`src/rtl/irq_pkg.sv`:
```
package irq_pkg;
  localparam int DEF_N_SRC    = 8;
  localparam int DEF_PRIO_W   = 3;
  localparam int DEF_BASE_NUM = 16;
  localparam int DEF_VEC_W    = 10;

  // Vector address: four bytes per table entry.
  function automatic int vec_of(input int base_num, input int idx);
    return (base_num + idx) * 4;
  endfunction
endpackage

```
`src/rtl/irq_src_regs.sv`:
```
module irq_src_regs #(
  parameter int N_SRC  = irq_pkg::DEF_N_SRC,
  parameter int PRIO_W = irq_pkg::DEF_PRIO_W,
  localparam int IDX_W = $clog2(N_SRC)
) (
  input  logic                          clk,
  input  logic                          rst,
  input  logic [N_SRC-1:0]              trig_i,
  input  logic                          clr_we_i,
  input  logic [N_SRC-1:0]              clr_mask_i,
  input  logic                          arm_we_i,
  input  logic [N_SRC-1:0]              arm_data_i,
  input  logic                          prio_we_i,
  input  logic [IDX_W-1:0]              prio_idx_i,
  input  logic [PRIO_W-1:0]             prio_data_i,
  output logic [N_SRC-1:0]              flag_q,
  output logic [N_SRC-1:0]              arm_q,
  output logic [N_SRC-1:0][PRIO_W-1:0]  prio_q
);

  always_ff @(posedge clk) begin
    if (rst) arm_q <= '0;
    else if (arm_we_i) arm_q <= arm_data_i;
  end

  for (genvar k = 0; k < N_SRC; k++) begin : g_src
    logic clr_hit;
    assign clr_hit = clr_we_i & clr_mask_i[k];

    // Trigger beats a same-cycle clear so no event is dropped.
    always_ff @(posedge clk) begin
      if (rst)             flag_q[k] <= 1'b0;
      else if (trig_i[k])  flag_q[k] <= 1'b1;
      else if (clr_hit)    flag_q[k] <= 1'b0;
    end

    always_ff @(posedge clk) begin
      if (rst) prio_q[k] <= '0;
      else if (prio_we_i && prio_idx_i == IDX_W'(k)) prio_q[k] <= prio_data_i;
    end

    a_r2_flag_sets: assert property (@(posedge clk) disable iff (rst)
      trig_i[k] |=> flag_q[k]);
    a_r3_set_beats_clear: assert property (@(posedge clk) disable iff (rst)
      (trig_i[k] && clr_hit) |=> flag_q[k]);
    a_r2_flag_holds: assert property (@(posedge clk) disable iff (rst)
      (flag_q[k] && !clr_hit) |=> flag_q[k]);
    a_r2_flag_no_spurious: assert property (@(posedge clk) disable iff (rst)
      (!flag_q[k] && !trig_i[k]) |=> !flag_q[k]);
  end

endmodule

```
`src/rtl/irq_qualify.sv`:
```
module irq_qualify #(
  parameter int N_SRC  = irq_pkg::DEF_N_SRC,
  parameter int PRIO_W = irq_pkg::DEF_PRIO_W
) (
  input  logic [N_SRC-1:0]             flag_i,
  input  logic [N_SRC-1:0]             arm_i,
  input  logic [N_SRC-1:0][PRIO_W-1:0] prio_i,
  input  logic [PRIO_W-1:0]            thresh_i,
  output logic [N_SRC-1:0]             elig_o
);
  logic no_mask;
  assign no_mask = (thresh_i == '0);

  for (genvar k = 0; k < N_SRC; k++) begin : g_q
    assign elig_o[k] = flag_i[k] & arm_i[k] & (no_mask | (prio_i[k] < thresh_i));
  end
endmodule

```
`src/rtl/irq_select.sv`:
```
module irq_select #(
  parameter int N_SRC  = irq_pkg::DEF_N_SRC,
  parameter int PRIO_W = irq_pkg::DEF_PRIO_W,
  localparam int IDX_W = $clog2(N_SRC)
) (
  input  logic                         clk,
  input  logic                         rst,
  input  logic [N_SRC-1:0]             elig_i,
  input  logic [N_SRC-1:0][PRIO_W-1:0] prio_i,
  output logic                         valid_o,
  output logic [IDX_W-1:0]             win_o
);
  logic [PRIO_W-1:0] best_p;

  // Strict compare keeps the earlier (lower) index on a tie.
  always_comb begin
    valid_o = 1'b0;
    win_o   = '0;
    best_p  = '0;
    for (int i = 0; i < N_SRC; i++) begin
      if (elig_i[i] && (!valid_o || prio_i[i] < best_p)) begin
        valid_o = 1'b1;
        win_o   = IDX_W'(i);
        best_p  = prio_i[i];
      end
    end
  end

  a_r6_winner_eligible: assert property (@(posedge clk) disable iff (rst)
    valid_o |-> elig_i[win_o]);

  for (genvar k = 0; k < N_SRC; k++) begin : g_chk
    a_r6_no_better: assert property (@(posedge clk) disable iff (rst)
      (valid_o && elig_i[k]) |->
        (prio_i[k] > prio_i[win_o]) ||
        (prio_i[k] == prio_i[win_o] && IDX_W'(k) >= win_o));
  end
endmodule

```
`src/rtl/irq_gate.sv`:
```
module irq_gate #(
  parameter int N_SRC    = irq_pkg::DEF_N_SRC,
  parameter int PRIO_W   = irq_pkg::DEF_PRIO_W,
  parameter int BASE_NUM = irq_pkg::DEF_BASE_NUM,
  parameter int VEC_W    = irq_pkg::DEF_VEC_W,
  localparam int IDX_W   = $clog2(N_SRC)
) (
  input  logic              clk,
  input  logic              rst,
  input  logic [N_SRC-1:0]  trig_i,
  input  logic              clr_we_i,
  input  logic [N_SRC-1:0]  clr_mask_i,
  input  logic              arm_we_i,
  input  logic [N_SRC-1:0]  arm_data_i,
  input  logic              prio_we_i,
  input  logic [IDX_W-1:0]  prio_idx_i,
  input  logic [PRIO_W-1:0] prio_data_i,
  input  logic              gdis_i,
  input  logic [PRIO_W-1:0] thresh_i,
  input  logic              eos_i,
  output logic [N_SRC-1:0]  pending_o,
  output logic              take_o,
  output logic [IDX_W-1:0]  src_o,
  output logic [VEC_W-1:0]  vec_o
);
  logic [N_SRC-1:0]             flag_q, arm_q, elig;
  logic [N_SRC-1:0][PRIO_W-1:0] prio_q;
  logic                         win_valid, take_now, in_svc_q;
  logic [IDX_W-1:0]             win;

  irq_src_regs #(.N_SRC(N_SRC), .PRIO_W(PRIO_W)) u_regs (
    .clk(clk), .rst(rst), .trig_i(trig_i), .clr_we_i(clr_we_i),
    .clr_mask_i(clr_mask_i), .arm_we_i(arm_we_i), .arm_data_i(arm_data_i),
    .prio_we_i(prio_we_i), .prio_idx_i(prio_idx_i), .prio_data_i(prio_data_i),
    .flag_q(flag_q), .arm_q(arm_q), .prio_q(prio_q)
  );

  irq_qualify #(.N_SRC(N_SRC), .PRIO_W(PRIO_W)) u_qual (
    .flag_i(flag_q), .arm_i(arm_q), .prio_i(prio_q),
    .thresh_i(thresh_i), .elig_o(elig)
  );

  irq_select #(.N_SRC(N_SRC), .PRIO_W(PRIO_W)) u_sel (
    .clk(clk), .rst(rst), .elig_i(elig), .prio_i(prio_q),
    .valid_o(win_valid), .win_o(win)
  );

  assign take_now  = win_valid & ~gdis_i & ~in_svc_q;
  assign pending_o = flag_q;

  always_ff @(posedge clk) begin
    if (rst)           in_svc_q <= 1'b0;
    else if (take_now) in_svc_q <= 1'b1;
    else if (eos_i)    in_svc_q <= 1'b0;
  end

  always_ff @(posedge clk) begin
    if (rst) begin
      take_o <= 1'b0;
      src_o  <= '0;
      vec_o  <= '0;
    end else begin
      take_o <= take_now;
      if (take_now) begin
        src_o <= win;
        vec_o <= VEC_W'(irq_pkg::vec_of(BASE_NUM, int'(win)));
      end
    end
  end

  a_r4_take_gated: assert property (@(posedge clk) disable iff (rst)
    take_o |-> $past(!gdis_i && !in_svc_q));
  a_r7_one_cycle: assert property (@(posedge clk) disable iff (rst)
    take_o |=> !take_o);
  a_r7_hold_until_eos: assert property (@(posedge clk) disable iff (rst)
    (in_svc_q && !eos_i) |=> !take_o);
  a_r4_take_needs_flag: assert property (@(posedge clk) disable iff (rst)
    take_o |-> $past(flag_q[win]));
endmodule

```
`config.mk`:
```
export PLATFORM = sky130hd
export DESIGN_NAME = irq_gate
export DESIGN_NICKNAME = d
export VERILOG_FILES = /design/src/rtl/irq_pkg.sv /design/src/rtl/irq_src_regs.sv /design/src/rtl/irq_qualify.sv /design/src/rtl/irq_select.sv /design/src/rtl/irq_gate.sv
export SDC_FILE = /design/constraint.sdc
export NUM_CORES = 1
export LEC_CHECK = 0
export ABC_AREA = 1
export BUFFER_PORTS_ARGS = -buffer_cell sky130_fd_sc_hd__buf_2
export CAP_MARGIN = 10
export CORE_AREA = 4 4 120 65
export CTS_BUF_LIST = sky130_fd_sc_hd__clkbuf_16
export DETAILED_ROUTE_END_ITERATION = 6
export DIE_AREA = 0 0 124 69
export PLACE_DENSITY = 0.71
export SLEW_MARGIN = 25
export SYNTH_ARGS = -nofsm -noshare
export SYNTH_HDL_FRONTEND = slang
export SYNTH_HIERARCHICAL = 1
export SYNTH_SLANG_ARGS = --single-unit
```
`constraint.sdc`:
```
create_clock -name clk -period 11.1 [get_ports clk]
set_clock_uncertainty 0.15 [all_clocks]
set_input_delay 1.665 -clock clk [delete_from_list [all_inputs] [get_ports clk]]
set_output_delay 1.665 -clock clk [all_outputs]
set_load 0.1 [all_outputs]
```
==> flow_metrics.tcl, run 1 <==
set metrics [dict create \
    fp.dieW_um 124 \
    portBuffers 55 \
    yosysTopAreaCellShare 0.282 \
    row_count 21 \
    p_int_uw 320 \
    endpoint "src_o[1]" \
    power_frac_comb 0.296 \
    drc 0 \
    initial_utilization 0.494 \
    end_kind "flop" \
    crit_path_start_kind "primary input" \
    layout.cells.non_filler 642 \
    post-synth-top-area-cell "dfxtp_1" \
    cts_hold_buffers 0 \
    path_max_fanout 8 \
    status "finished, final reports clean" \
    post-route-period-util 0.840 \
    ys_types 24 \
    drt-pass1-iter-count 5 \
    powerDensity_nw_per_um2 134 \
    cp_top_family "simple AND/OR/NAND/NOR gates" \
    r2r_cells 56 \
    synth_xor_area_frac 0 \
    slew_headroom 0.474 \
    synth_compound_gate_area_share 0.0932 \
    diodes 0 \
    r2r_slack_ps 3300 \
    htreeDepth 2 \
    min_period_ps 9330 \
    top_usage_layer "met1" \
    cts_sinks 46 \
    yosys.area_share.simple 0.409 \
    cts_inserted_buffers 5 \
    grt_pass1_vias 2536 \
    seqPwrFrac 0.364 \
    seq_area_frac_synth 0.282 \
    place.gp.congestion 0.866 \
    routedWlPerCell_um 11.5 \
    postCtsSetupBuffers 0 \
    clock_path_buffers 2 \
    antenna_found_initial 0 \
    swShare 0.358 \
    crit_start "thresh_i[2]" \
    final_net_count 619 \
    dp_hpwl_mm 5.89 \
    setup_tns_ps 0 \
    hold_violations 0 \
    hp-class "flop to flop" \
    crit_required_ps 11140 \
    synth_mux_area_frac 0 \
    cp_slowest_cell "inv_1" \
    cp_num_buf_inv 5 \
    fillCellCount 672 \
    setup_violations 0 \
    cp_common_cell "nand2_1" \
    fmax_ghz 0.107 \
    crit_type "primary input to flop" \
    initialDrtViolationCount 135 \
    syn_avg_cell_area_um2 6.55 \
    grt_use_met3 0.0507 \
    vias_per_cell 4.64 \
    cts_tree "built" \
    synth_cells 498 \
    grt_pass1_wl_mm 12.0 \
    cap_violations 0 \
    clkPwrFrac 0.340 \
    layout-drive-gt1-share 0.195 \
    io-pin-count 62 \
    routed_wl_mm 7.39 \
    core-area_um2 6600 \
    die_h_um 69 \
    syn_area_um2 3260 \
    clkTransAtPathRegs_ps 60 \
    ir_worst_vdd_mv 0.0745 \
    die_area_um2 8560 \
    vias 2979 \
    cts-resized-gates 0 \
    grt_use_total 0.178 \
    tightest_slew_ps 789 \
    synthAdderAreaFrac 0.115 \
    antenna_left 0 \
    rr_endpoint "src_o[1]" \
    grt_max_degree 33 \
    crit_cells 58 \
    synth-seq-cells 46 \
    use_met1 0.256 \
    placed_cells 634 \
    ys_top_cells_by_area "dfxtp_1 (28%), nand2_1 (16%), ha_1 (12%)" \
    rsz0062_at_grt "no" \
    power.total_uw 498 \
    ctsRootBufferMaster "clkbuf_16" \
    grt_use_met2 0.256 \
    yosys_warnings 6 \
    synth_top_family_by_area "simple AND/OR/NAND/NOR gates" \
    worstPathArrival_ps 9370 \
    power_switching_uw 179 \
    slowest_delay_ps 320 \
    maxSlewViolCount 0 \
    syn_to_final_growth_pct 14.0 \
    clock_latency_ps 290 \
    p_leak_nw 2.03 \
    r2r-start "u_regs/prio_q[2]" \
    overflow 0 \
]
## metrics by stage
step | hold WS (ps) | cell area [um2] | util | worst slack [ps]
3_3_place_gp | 293 | 3550 | 0.539 | 1550
2_1_floorplan | 313 | 3280 | - | 2600
3_5_place_dp | 295 | 3550 | 0.539 | 1500
5_1_grt | 339 | 3720 | 0.564 | 816
4_1_cts | 311 | 3720 | 0.564 | 1800
6_report | 306 | 3720 | 0.564 | 1770
## state kept, by name, indices dropped and copies added (netlist names)
| name | count |
|---|---|
| take_o | 1 |
| u_regs/prio_q | 24 |
| u_regs/arm_q | 8 |
| vec_o | 2 |
| u_regs/flag_q | 8 |
| src_o | 2 |
| in_svc_q | 1 |
## area by class of cell
class / instances / area (um2) / share of cell area
multi-input combinational: 386 / 2030 / 0.547
timing repair buffer: 55 / 275 / 0.0740
clock inverter: 3 / 41.3 / 0.0111
clock buffer: 5 / 125 / 0.0336
sequential: 46 / 921 / 0.248
tap: 92 / 115 / 0.0310
inverter: 55 / 206 / 0.0555
## how the worst min path moves through the flow
stage | to | startpoint | slack, ps | depth (start not counted)
2_1_floorplan | u_regs/arm_q[0] | u_regs/arm_q[0] | 310 | 2
3_3_place_gp | vec_o[6] | vec_o[6] | 290 | 2
3_5_place_dp | vec_o[6] | vec_o[6] | 290 | 2
4_1_cts | vec_o[6] | vec_o[6] | 310 | 2
5_1_grt | vec_o[6] | vec_o[6] | 340 | 2
6_report | vec_o[6] | vec_o[6] | 310 | 2
## cells in the mapped netlist
library cell  instances
nand2_1             139
nor2_1               93
inv_1                52
dfxtp_1              46
ha_1                 30
nand3_1              30
a21oi_1              24
o21ai_0              21
buf_4                13
nand2_2              10
nand2_4              10
a21oi_2               9
nand3_2               5
inv_2                 3
or2_2                 3
nor2_2                2
buf_2                 1
buf_6                 1
clkbuf_1              1
conb_1                1
nand3_4               1
nor2_4                1
nor2_8                1
or2_0                 1
## power by group through the flow
stage               sequential [mW]  clock (mW)  combinational [mW]
floorplan                     0.213           0              0.0958
global placement              0.185           0               0.146
detailed placement            0.185           0               0.147
CTS                           0.181       0.174               0.148
global route                  0.182       0.181               0.164
finish                        0.181       0.170               0.148
## cell usage in the layout (no fill, tap or decap)
cell,n
a21oi_1,24
a21oi_2,9
buf_2,55
bufinv_16,1
clkbuf_16,5
clkinvlp_4,1
conb_1,6
dfxtp_1,46
ha_1,30
inv_1,53
inv_2,3
nand2_1,139
nand2_2,10
nand2_4,10
nand3_1,30
nand3_2,5
nand3_4,1
nor2_1,93
nor2_2,2
nor2_4,1
nor2_8,1
o21ai_0,21
or2_0,1
or2_2,3
## worst reg2reg max path: cells and delay by family, from the launching register on
family	cells	cell delay, ps
adders and majority gates	8	2360
AOI/OAI and AO/OA	12	2330
and+or+nand+nor	33	2410
DFF	1	330
buffers and inverters	3	100
## kinds of logic (layout without fill, tap and decap cells)
logic type / Yosys count / in the layout
AO/OA/AOI/OAI: 54 / 54
other: 1 / 6
adder cells (fa/ha/maj): 30 / 30
buffers and inverters: 71 / 118
AND/OR/NAND/NOR: 296 / 296
flip-flops: 46 / 46
## per-layer routing
metal  up-vias  part of all wire
met1      1246              0.50
met5         -                 0
met4         0             0.010
li1       1649                 -
met3         4             0.073
met2        80              0.42
No activity file was read; power rests on OpenSTA's default activity.
==> inputs of run 2 (changes only) <==
==> constraint.sdc (replaced) <==
create_clock -name clk -period 9 [get_ports clk]
set_clock_uncertainty 0.15 [all_clocks]
set_input_delay 1.35 -clock clk [delete_from_list [all_inputs] [get_ports clk]]
set_output_delay 1.35 -clock clk [all_outputs]
set_load 0.1 [all_outputs]
==> run 2 against run 1 <==
Sequential share of layout area down 0.31 points. Critical path depth unchanged. Worst setup slack worse by 1000 ps. Flip-flop and latch count is the same. Via count up 3.2%. Clock power rose by 26%. Combinational power rose by 26%. Utilization grew 0.72 points. Global-route usage rose by 0.68 points. Final area rose by 1.3%. Die area stayed put.
==> flow_metrics.tcl, run 2 (same netlist as run 1, synthesis figures left out) <==
set metrics [dict create \
    place.gp.congestion 0.852 \
    ir_worst_vdd_mv 0.0870 \
    grt_max_degree 33 \
    crit_type "primary input to flop" \
    tightest_slew_ps 849 \
    initialDrtViolationCount 211 \
    dp_hpwl_mm 6.09 \
    fmax_ghz 0.121 \
    worstPathArrival_ps 8280 \
    crit_required_ps 9040 \
    hp-class "flop to flop" \
    cp_common_cell "nand2_1" \
    hold_violations 0 \
    largest_reg_flops 24 \
    end_kind "flop" \
    antenna_found_initial 0 \
    final_common_cell "nand2_1" \
    ctsRootBufferMaster "clkbuf_16" \
    vias 3073 \
    clock_path_buffers 2 \
    crit_path_start_kind "primary input" \
    cts_tree "built" \
    p_leak_nw 2.05 \
    min_period_ps 8240 \
    maxSlewViolCount 0 \
    slew_headroom 0.434 \
    overflow 0 \
    drc 0 \
    cp_slowest_cell "ha_1" \
    reg_top3 "u_regs/prio_q (24), u_regs/arm_q (8), u_regs/flag_q (8)" \
    core-area_um2 6600 \
    htreeDepth 2 \
    die_area_um2 8560 \
    io-pin-count 62 \
    cap_violations 0 \
    cts_sinks 46 \
    slowest_delay_ps 320 \
    row_count 21 \
    routed_wl_mm 7.60 \
    powerDensity_nw_per_um2 166 \
    clkTransAtPathRegs_ps 60 \
    routedWlPerCell_um 11.8 \
    grt_use_total 0.184 \
    fp.dieW_um 124 \
    pre_cts_ws_ps 30.4 \
    worst_slack_ps 762 \
    setup_violations 0 \
    syn_to_final_growth_pct 15.5 \
    finalInstanceArea_um2 3770 \
    antenna_left 0 \
    initial_utilization 0.494 \
    diodes 0 \
    most-common-layout-cells "nand2_1 (139), nor2_1 (93), buf_2 (55)" \
    power.total_uw 623 \
    final_net_count 623 \
    grt_pass1_wl_mm 12.7 \
    path_max_fanout 7 \
    place_area_um2 3570 \
    whs_ps 328 \
    vias_per_cell 4.76 \
    die_h_um 69 \
    final_util 0.571 \
    layout-drive-gt1-share 0.209 \
    status "finished, final reports clean" \
    top_register "u_regs/prio_q" \
    drt-pass1-iter-count 4 \
    post-route-period-util 0.915 \
    grt_pass1_vias 2761 \
    clock_latency_ps 290 \
    portBuffers 55 \
    cts_inserted_buffers 5 \
]
[run 2: cell types whose count changed in the layout (fill, tap and decap cells not counted), sizes merged]
cell / previous run / this run
buf: 55 / 59
clkinv: 0 / 1
clkinvlp: 1 / 0
[run 2: critical path: cells and delay by family]
family          cells  cell delay (ps)
buf+inv             4              300
compound gates     13             1820
fa+ha+maj           8             2310
simple gates       33             2470
[run 2: power breakdown]
part | total (mW) | internal [mW] | switching (mW)
clock network | 0.214 | 0.132 | 0.0824
logic | 0.186 | 0.0510 | 0.135
registers | 0.224 | 0.215 | 0.00848
[run 2: final cells by class]
type | instances | area [um2]
fillers | 666 | 2830
multi-input cells | 386 | 2050
flip-flops and latches | 46 | 921
repair buffers | 59 | 305
inverters | 55 | 206
clock buffers | 5 | 125
well taps | 92 | 115
clock inverters | 3 | 43.8
[run 2: what timing repair did]
item / in CTS / in global routing
setup endpoints to repair: 0 / 3
setup buffers: 0 / 1
resized for setup: 0 / 14
hold buffers: 0 / 0
[run 2: per-stage QoR]
stage          instances  setup TNS, ps
3_5_place_dp         637              0
4_1_cts              645              0
6_report             646              0
3_3_place_gp         637              0
5_1_grt              646          -4.62
2_1_floorplan        503              0
[run 2: path summary, 6_finish.rpt]
| kind | from | end | slack (ps) | depth (start not counted) |
|---|---|---|---|---|
| max | thresh_i[2] | src_o[1] | 760 | 58 |
| min | vec_o[6] | vec_o[6] | 330 | 2 |
| max reg2reg | u_regs/prio_q[2] | src_o[1] | 1720 | 56 |
| min reg2reg | vec_o[6] | vec_o[6] | 330 | 2 |
[run 2: routing by layer]
metal	up-vias	global-route usage	part of all wire
met3	9	0.0613	0.078
li1	1660	-	-
met4	0	0.0510	0.013
met5	-	0	0
met2	83	0.282	0.44
met1	1321	0.248	0.47
==> inputs of run 3 (changes only) <==
--- a/config.mk
+++ b/config.mk
@@ -5,14 +5,14 @@
 export SDC_FILE = /design/constraint.sdc
 export NUM_CORES = 1
 export LEC_CHECK = 0
-export ABC_AREA = 1
+export ABC_AREA = 0
 export BUFFER_PORTS_ARGS = -buffer_cell sky130_fd_sc_hd__buf_2
 export CAP_MARGIN = 10
-export CORE_AREA = 4 4 120 65
+export CORE_AREA = 4 4 119 64
 export CTS_BUF_LIST = sky130_fd_sc_hd__clkbuf_16
 export DETAILED_ROUTE_END_ITERATION = 6
-export DIE_AREA = 0 0 124 69
-export PLACE_DENSITY = 0.71
+export DIE_AREA = 0 0 123 68
+export PLACE_DENSITY = 0.72
 export SLEW_MARGIN = 25
 export SYNTH_ARGS = -nofsm -noshare
 export SYNTH_HDL_FRONTEND = slang
==> run 3 against run 2 <==
The flow now finishes with violations (negative setup slack). Utilization grew 9.9 points. Flip-flop and latch count is the same. Clock power shrank 17%.
==> flow_metrics.tcl, run 3 <==
set metrics [dict create \
    status "finished, violations left" \
    violations "negative setup slack" \
    synth_compound_gate_area_share 0.200 \
    vias 2955 \
    power.total_uw 544 \
    grt_pass1_vias 3039 \
    crit_required_ps 9020 \
    yosysTopAreaCellShare 0.285 \
    min_period_ps 9950 \
    end_kind "flop" \
    initial_utilization 0.494 \
    drc 0 \
    slew_headroom 0.512 \
    routed_wl_mm 8.98 \
    r2r_slack_ps -70 \
    synth_xor_area_frac 0 \
    cts_hold_buffers 0 \
    layout.cells.non_filler 546 \
    overflow 0 \
    async_reset_ff_frac 0 \
    antenna_found_initial 0 \
    yosys.area_share.simple 0.221 \
    powerDensity_nw_per_um2 124 \
    routedWlPerCell_um 16.4 \
    post-route-period-util 1.11 \
    worst_slack_ps -953 \
    top_register "u_regs/prio_q" \
    worstPathArrival_ps 9970 \
    clock_latency_ps 290 \
    io-pin-count 62 \
    initialDrtViolationCount 173 \
    place.gp.congestion 0.855 \
    layout-drive-gt1-share 0.399 \
    clkTransAtPathRegs_ps 60 \
    syn_to_final_growth_pct 35.6 \
    ir_worst_vdd_mv 0.0776 \
    whs_ps 300 \
    fp.dieW_um 123 \
    grt_max_degree 53 \
    post-synth-top-area-cell "dfxtp_1" \
    most-common-layout-cells "buf_2 (54), buf_4 (51), dfxtp_1 (46)" \
    antenna_left 0 \
    seq_area_frac_synth 0.285 \
    path_max_fanout 6 \
    grt_use_total 0.214 \
    crit_path_start_kind "primary input" \
    synth_mux_area_frac 0.128 \
    final_net_count 523 \
    cts_inserted_buffers 5 \
    maxSlewViolCount 0 \
    drt-pass1-iter-count 4 \
    synth_top_family_by_area "simple AND/OR/NAND/NOR gates" \
    yosys_warnings 6 \
    placed_cells 525 \
    syn_avg_cell_area_um2 9.16 \
    hold_violations 0 \
    syn_area_um2 3230 \
    ys_top_cells_by_area "dfxtp_1 (28%), ha_1 (12%), mux2i_1 (11%)" \
    grt_pass1_wl_mm 14.2 \
    dp_hpwl_mm 6.63 \
    pre_cts_ws_ps -1400 \
    portBuffers 55 \
    cp_slowest_cell "a221o_1" \
    reg_top3 "u_regs/prio_q (24), u_regs/arm_q (8), u_regs/flag_q (8)" \
    core-area_um2 6540 \
    synthAdderAreaFrac 0.116 \
    synth_cells 353 \
    die_area_um2 8360 \
    diodes 0 \
    ys_types 53 \
    fmax_ghz 0.100 \
    cap_violations 0 \
    row_count 21 \
    cp_common_cell "ha_4" \
    die_h_um 68 \
    largest_reg_flops 24 \
    ys.flop_type "dfxtp_1" \
    vias_per_cell 5.41 \
    rsz0062_at_grt "yes" \
    synth-seq-cells 46 \
    final_common_cell "buf_2" \
    tightest_slew_ps 732 \
    crit_type "primary input to flop" \
    slowest_delay_ps 370 \
    ctsRootBufferMaster "clkbuf_16" \
    cts_sinks 46 \
    cts_tree "built" \
    ys_top_cells_by_count "dfxtp_1 (46), nand2b_1 (46), mux2i_1 (37)" \
    clock_path_buffers 2 \
    htreeDepth 2 \
    hp-class "flop to flop" \
    setup_violations 3 \
    p_leak_nw 2.08 \
    synth_edf_count 0 \
]
run 3: cell count changes after synthesis, moves of 10 or more:
cell and delta:
inv_1 -41, o21ai_0 -12, mux2i_1 +37, nor2_1 -64
nand2_4 -10, nand2_1 -129, a21oi_1 -12, nand2b_1 +46
nand3_1 -28
run 3: cells by family after synthesis:
kind of cell | after synthesis
and+or+nand+nor | 120
AOI/OAI and AO/OA | 85
DFF | 46
muxes | 41
buffers and inverters | 30
adders and majority gates | 30
other | 1
run 3: metal layers:
layer / global-route usage / share of wire / up-vias / routed length [um]
met5: 0 / 0 / - / 0
met4: 0.0372 / 0.0088 / 0 / 79
met3: 0.0347 / 0.032 / 9 / 287
met2: 0.418 / 0.51 / 53 / 4590
met1: 0.254 / 0.45 / 1421 / 4020
li1: - / - / 1472 / -
run 3: worst paths after layout:
path                                       start       end  cells past startpoint
worst max-delay path                 thresh_i[1]  vec_o[4]                     50
worst min-delay path                    vec_o[6]  vec_o[6]                      2
worst max register to register  u_regs/prio_q[1]  vec_o[4]                     48
worst min register to register          vec_o[6]  vec_o[6]                      2
run 3: what timing repair did:
| action | CTS | global route |
|---|---|---|
| setup buffers | 8 | 6 |
| pin swaps | 24 | 14 |
| endpoints found under the setup margin | 3 | 3 |
| resized for setup | 15 | 18 |
| cloned | 0 | 0 |
run 3: cell type report:
cell class | count | area, um2
Clock buffer | 5 | 125
Clock inverter | 3 | 12.5
Fill cell | 507 | 2160
Inverter | 11 | 45.0
Multi-Input combinational cell | 282 | 2490
Sequential cell | 46 | 921
Tap cell | 92 | 115
Timing Repair Buffer | 107 | 679
run 3: stage by stage:
stage          TNS, ps  instance area [um2]  utilization
2_1_floorplan    -2160                 3410            -
3_5_place_dp     -3920                 3980        0.609
5_1_grt          -4080                 4380        0.670
6_report         -2740                 4380        0.670
3_3_place_gp     -3040                 3980        0.609
4_1_cts          -2500                 4250        0.649
run 3: worst max-delay path, delay by kind of cell:
kind / cells / cell delay [ps]
AOI/OAI and AO/OA: 24 / 4170
buffers and inverters: 3 / 250
and+or+nand+nor: 11 / 1160
adders and majority gates: 8 / 2000
muxes: 4 / 1020
run 3: power by group:
part	total [mW]	switching, mW	leakage, nW	internal (mW)
Sequential	0.219	0.00685	0.376	0.212
Combinational	0.147	0.0921	1.63	0.0548
Clock	0.178	0.0774	0.0724	0.101
Total	0.544	0.176	2.08	0.368
